===== config.mk =====
export PLATFORM = sky130hd
export DESIGN_NAME = frac_clk_gen
export DESIGN_NICKNAME = d
export VERILOG_FILES = /design/src/rtl/frac_clk_pkg.sv /design/src/rtl/frac_incr_clamp.sv /design/src/rtl/frac_phase_accum.sv /design/src/rtl/frac_gate.sv /design/src/rtl/frac_clk_gen.sv
export SDC_FILE = /design/constraint.sdc
export NUM_CORES = 1
export LEC_CHECK = 0
export CORE_ASPECT_RATIO = 2
export CORE_MARGIN = 3
export CORE_UTILIZATION = 50
export DETAILED_ROUTE_END_ITERATION = 10
export PLACE_DENSITY = 0.76
export SETUP_SLACK_MARGIN = 0.5
export SKIP_CTS_REPAIR_TIMING = 1
export SLEW_MARGIN = 20
export SYNTH_ARGS = -nofsm -noshare
export SYNTH_HDL_FRONTEND = slang
export SYNTH_SLANG_ARGS = --single-unit

===== constraint.sdc =====
create_clock -name clk -period 6.81 [get_ports clk]
set_clock_uncertainty 0.15 [all_clocks]
set_input_delay 1.362 -clock clk [delete_from_list [all_inputs] [get_ports clk]]
set_output_delay 1.362 -clock clk [all_outputs]
set_load 0.03 [all_outputs]

===== src/rtl/frac_clk_pkg.sv =====
// Shared definitions for the fractional clock enable generator.
// Assumes a 1-bit integer part is enough for the clamped step.
package frac_clk_pkg;

    // Default fixed-point split of the phase step
    parameter int unsigned INT_W_DEF  = 1;
    parameter int unsigned FRAC_W_DEF = 16;

    // Decision taken by the accumulator at each rising edge
    typedef enum logic [1:0] {
        ACT_CLEAR = 2'd0,
        ACT_ACCUM = 2'd1,
        ACT_WRAP  = 2'd2
    } acc_action_e;

endpackage


===== src/rtl/frac_incr_clamp.sv =====
// Converts the raw step into an effective step of FRAC_W+1 bits.
// Any set integer bit saturates the step to exactly one unit.
// Assumes INT_W >= 1.
module frac_incr_clamp #(
    parameter int unsigned INT_W  = 1,
    parameter int unsigned FRAC_W = 16
) (
    input  logic [INT_W+FRAC_W-1:0] incr,
    output logic [FRAC_W:0]         eff_step
);
    localparam int unsigned INC_W = INT_W + FRAC_W;
    localparam logic [FRAC_W:0] ONE_UNIT = {1'b1, {FRAC_W{1'b0}}};

    logic int_set;

    generate
        if (INT_W == 1) begin : g_single
            // integer part is one bit wide
            assign int_set = incr[INC_W-1];
        end else begin : g_multi
            // integer part has several bits; any of them saturates
            assign int_set = |incr[INC_W-1:FRAC_W];
        end
    endgenerate

    // choose the saturated or the fractional step
    always_comb begin
        if (int_set) begin
            eff_step = ONE_UNIT;
        end else begin
            eff_step = {1'b0, incr[FRAC_W-1:0]};
        end
    end
endmodule


===== src/rtl/frac_phase_accum.sv =====
// Phase accumulator with compare and subtract-one wrap.
// Holds only the fractional remainder; raises the enable low for one
// cycle on each wrap. Synchronous active-low reset; clear wins over step.
module frac_phase_accum
    import frac_clk_pkg::*;
#(
    parameter int unsigned FRAC_W = 16
) (
    input  logic            clk,
    input  logic            rst_n,
    input  logic            clear,
    input  logic [FRAC_W:0] eff_step,
    output logic            en_n
);
    logic [FRAC_W-1:0] acc_q;
    logic [FRAC_W:0]   sum;
    acc_action_e       action;

    // sum of remainder and step, one extra bit for the carry
    always_comb begin
        sum = {1'b0, acc_q} + eff_step;
    end

    // pick the action for this edge
    always_comb begin
        if (clear) begin
            action = ACT_CLEAR;
        end else if (sum[FRAC_W]) begin
            action = ACT_WRAP;
        end else begin
            action = ACT_ACCUM;
        end
    end

    // update remainder and enable on the rising edge
    always_ff @(posedge clk) begin
        if (!rst_n) begin
            acc_q <= '0;
            en_n  <= 1'b1;
        end else begin
            unique case (action)
                ACT_CLEAR: begin
                    acc_q <= '0;
                    en_n  <= 1'b1;
                end
                ACT_WRAP: begin
                    acc_q <= sum[FRAC_W-1:0];
                    en_n  <= 1'b0;
                end
                default: begin
                    acc_q <= sum[FRAC_W-1:0];
                    en_n  <= 1'b1;
                end
            endcase
        end
    end
endmodule


===== src/rtl/frac_gate.sv =====
// Glitch-free gate: samples the active-low enable on the falling edge and
// ANDs the result with the clock. Assumes en_n changes only after rising edges.
module frac_gate (
    input  logic clk,
    input  logic rst_n,
    input  logic en_n,
    output logic clk_out
);
    logic pass_q;

    // capture the enable while the clock is low
    always_ff @(negedge clk) begin
        if (!rst_n) begin
            pass_q <= 1'b0;
        end else begin
            pass_q <= ~en_n;
        end
    end

    // pass the high phase of the selected cycle
    assign clk_out = clk & pass_q;
endmodule


===== src/rtl/frac_clk_gen.sv =====
// Top of the fractional clock enable generator.
// Step format: INT_W integer bits above FRAC_W fraction bits.
// Assumes ref_edge is already synchronous to clk.
module frac_clk_gen
    import frac_clk_pkg::*;
#(
    parameter int unsigned INT_W  = INT_W_DEF,
    parameter int unsigned FRAC_W = FRAC_W_DEF
) (
    input  logic                    clk,
    input  logic                    rst_n,
    input  logic [INT_W+FRAC_W-1:0] incr,
    input  logic                    ref_edge,
    output logic                    en_n,
    output logic                    clk_out
);
    logic [FRAC_W:0] eff_step;

    frac_incr_clamp #(.INT_W(INT_W), .FRAC_W(FRAC_W)) clamp_i (
        .incr     (incr),
        .eff_step (eff_step)
    );

    frac_phase_accum #(.FRAC_W(FRAC_W)) accum_i (
        .clk      (clk),
        .rst_n    (rst_n),
        .clear    (ref_edge),
        .eff_step (eff_step),
        .en_n     (en_n)
    );

    frac_gate gate_i (
        .clk     (clk),
        .rst_n   (rst_n),
        .en_n    (en_n),
        .clk_out (clk_out)
    );
endmodule


==> impl_results.md, run 1 <==
* Final net count at 221
* Final routed DRC violation total at 0
* Distinct cell type count after synthesis at 43
* Area post-placement at between 1500 and 2000 um2
* Total detailed-routing wirelength at 3.144 mm
* Arrival time of data at the critical path endpoint at between 4000 and 5000 ps
* Net Sw Power at between 0.00008 and 0.00009 W
* Max-slew headroom at the worst pin at 0.5310
* TritonCTS clock tree: done
* Gate power share at 0.213
* Number of antenna violations at the first check in global routing at 0
* Clock latency of the later-clocked register in the worst-skew pair at ~360 ps
* Instance count of the mapped netlist at 159
* Power Dens Cells at between 150 and 200 nW/um2
* Core region area at 2635 um2
* Crit. End Element: output pin
* Post-Synthesis Net Count at 196
* Internal power summed over all cells at 0.0002215 W
* Antenna Violating Nets Remaining at 0
* DRC marker count from the first detailed-route iteration at 25
* Synth area leader: sky130_fd_sc_hd__dfxtp_1
* Die W at 43.93 um
* Clk network pwr share at 0.417
* Fraction of layout cells with a size suffix above 1 at 0.09836
* Number of optimization iterations in the first detailed-route pass at 4
* Vias after detailed routing at approximately 1200
* Util after Layout at 0.6638
* Global placer's final weighted congestion at 0.8896
* Worst hold path type: reg -> reg
* Setup CP Type: reg -> out
* ANT cells at 0
* Layout filler cell count at 239
* Area growth from synthesis to layout at 21.57%
* Share of total power in sequential cells at 0.370
* Main synth FF type: sky130_fd_sc_hd__dfxtp_1
* Placed wire-length estimate at roughly 2.4 mm
* Worst path slowest cell: sky130_fd_sc_hd__dfxtp_1
* Setup Viol. Count Final at 0
* Number of global-route vias before repair at 1282
* Leakage power total at 0.7452 nW
* Outcome: finished clean
* Total global routing track utilization at 0.2032
* Count of buffers inserted at the top-level ports at 21
* Area of the multi-input gates at between 1000 and 1500 um2
* Wire length of the first global-routing pass at about 5.3 mm
* Die span in y at 81.87 um
* Crit-path cells: and2_1 > dlymetal6s2s_1
* Maximum number of pins on one net before global-route repair at 19
* I/O Pins at 22
* Sequential cell area at 360.3 um2
* Setup TNS Final at 0 ps
* Maximum fanout along the worst path at 1
* Register bit total from synthesis at 18
* Worst Setup Start Kind: flop
* Yosys warning count at 0
* Mean instance size in the synthesized netlist at 9.050 um2
* Setup repair after global routing missed its margin: false
* Register area share after synthesis at 0.2504
* Top cells by count, synth: 18 x sky130_fd_sc_hd__dfxtp_1, 18 x sky130_fd_sc_hd__nor2b_1, 16 x sky130_fd_sc_hd__ha_1
* Initial core utilization at 0.5461
* Largest stage delay on the critical path at roughly 280 ps
* Portion of synthesized cell area occupied by the leading cell type at 0.2504
* EDFF count, synth at 0
* Slew @ Worst Pin at 701.3 ps
* Final hold violation count at 0
* Netlist Area Pre-Place at 1439 um2
* Data required time of the worst path at 5300 ps
* Clock edge transition at the registers on the reported setup and hold paths at approximately 70 ps
* Layout Cell Area excl Fill at 1749 um2
* Overflow left after global routing at 0
* Die area at 3596 um2
* Number of max-slew violations in the final report at 0
* Placement row count at 26
* Via-to-Cell Ratio at 5.829
* Synth area leaders: sky130_fd_sc_hd__dfxtp_1 25%, sky130_fd_sc_hd__ha_1 14%, sky130_fd_sc_hd__nor2b_1 7.8%
* Wirelength per Cell at around 15 um
* Asr flop ratio synth at 0
* Switching Fraction at 0.2699
* Largest voltage drop on the vdd net at around 0.10 mV
* Max Cap Viol at 0
## worst max-delay path: cells and delay by family, from the launching register on
kind | cells | cell delay (ps)
buf+inv | 1 | 280
simple gates | 1 | 100
flops | 1 | 280
## power by group through the flow
stage | logic [W] | clock network (W) | registers [W]
2_1_floorplan | 0.0000445 | 0.00000316 | 0.000115
3_3_place_gp | 0.0000621 | 0.00000401 | 0.000114
3_5_place_dp | 0.0000641 | 0.00000401 | 0.000114
4_1_cts | 0.0000647 | 0.000132 | 0.000112
5_1_grt | 0.0000716 | 0.000140 | 0.000112
6_report | 0.0000646 | 0.000127 | 0.000112
## placed cells by master (no fill, tap or decap), types with 2 or more instances in the layout
cell	instances
sky130_fd_sc_hd__a211oi_2	2
sky130_fd_sc_hd__nor3_1	3
sky130_fd_sc_hd__inv_1	2
sky130_fd_sc_hd__dfxtp_1	18
sky130_fd_sc_hd__nand3_1	6
sky130_fd_sc_hd__xor2_1	4
sky130_fd_sc_hd__a2111oi_4	2
sky130_fd_sc_hd__mux2i_1	2
sky130_fd_sc_hd__ha_1	16
sky130_fd_sc_hd__clkdlybuf4s50_1	20
sky130_fd_sc_hd__a21o_1	7
sky130_fd_sc_hd__nand2b_1	2
sky130_fd_sc_hd__o21ai_0	7
sky130_fd_sc_hd__xnor2_1	2
sky130_fd_sc_hd__o21bai_1	3
sky130_fd_sc_hd__o21ai_1	2
sky130_fd_sc_hd__a21oi_1	13
sky130_fd_sc_hd__and2_1	5
sky130_fd_sc_hd__nand2_1	5
sky130_fd_sc_hd__and3_1	3
sky130_fd_sc_hd__nor2b_1	18
sky130_fd_sc_hd__nor3b_1	2
sky130_fd_sc_hd__o21a_1	3
sky130_fd_sc_hd__nor2_1	11
sky130_fd_sc_hd__clkbuf_8	6
## cells by family (layout without fill, tap and decap cells)
kind of cell / after synthesis / count (layout) / synth area share
AO/OA/AOI/OAI: 51 / 51 / 0.2974
XOR/XNOR: 6 / 6 / 0.03652
adder cells (fa/ha/maj): 17 / 17 / 0.1530
buffers and inverters: 6 / 30 / 0.02174
flip-flops: 18 / 18 / 0.2504
multiplexers: 2 / 2 / 0.01391
AND/OR/NAND/NOR: 59 / 59 / 0.2270
## through the flow
stage	cells	worst slack, ps	hold WS [ps]	total power, W
after global routing	211	752.1	467.4	0.0003242
final	211	797.1	416.6	0.0003034
after CTS	211	393.8	420.2	0.0003090
after global placement	204	862.8	387.7	0.0001803
after floorplan	159	1333	378.4	0.0001622
after detailed placement	204	864.1	406.8	0.0001826
## layout make-up
| cell class | count | area share |
|---|---|---|
| multi-input cells | 135 | 0.5987 |
| flip-flops and latches | 18 | 0.2060 |
| repair buffers | 20 | 0.1144 |
| clock buffers | 8 | 0.05651 |
| well taps | 28 | 0.02003 |
| clock inverters | 1 | 0.002146 |
| inverters | 1 | 0.002146 |
## worst paths after layout
check,start,to,slack [ps],depth (start not counted)
setup / recovery,gate_i.pass_q$_SDFF_NN0_,clk_out,800,2
hold / removal,accum_i.acc_q[0]$_SDFF_PP0_,accum_i.acc_q[0]$_SDFF_PP0_,420,2
setup reg to reg,accum_i.en_n$_SDFF_PN1_,gate_i.pass_q$_SDFF_NN0_,2840,1
hold reg to reg,accum_i.acc_q[0]$_SDFF_PP0_,accum_i.acc_q[0]$_SDFF_PP0_,420,2
## sequential cells by signal, summed over array words and instances, names as in the netlist
signal         cells
accum_i.acc_q     16
gate_i.pass_q      1
accum_i.en_n       1
## metal layers
metal,global-route usage,wire [um],up-vias
met5,0,0,-
met4,0.1450,119,0
met3,0.06798,104,11
met2,0.3626,1772,28
met1,0.1818,1148,562
li1,-,-,629
Power figures use the tool's default switching activity.
==> run 2: changes to the inputs <==
--- a/config.mk
+++ b/config.mk
@@ -12,7 +12,8 @@
 export PLACE_DENSITY = 0.76
 export SETUP_SLACK_MARGIN = 0.5
 export SKIP_CTS_REPAIR_TIMING = 1
-export SLEW_MARGIN = 20
+export SKIP_LAST_GASP = 1
+export SLEW_MARGIN = 5
 export SYNTH_ARGS = -nofsm -noshare
 export SYNTH_HDL_FRONTEND = slang
 export SYNTH_SLANG_ARGS = --single-unit
==> results of run 2 <==
The final DEF is identical to that of run 1; final timing and power are the same.
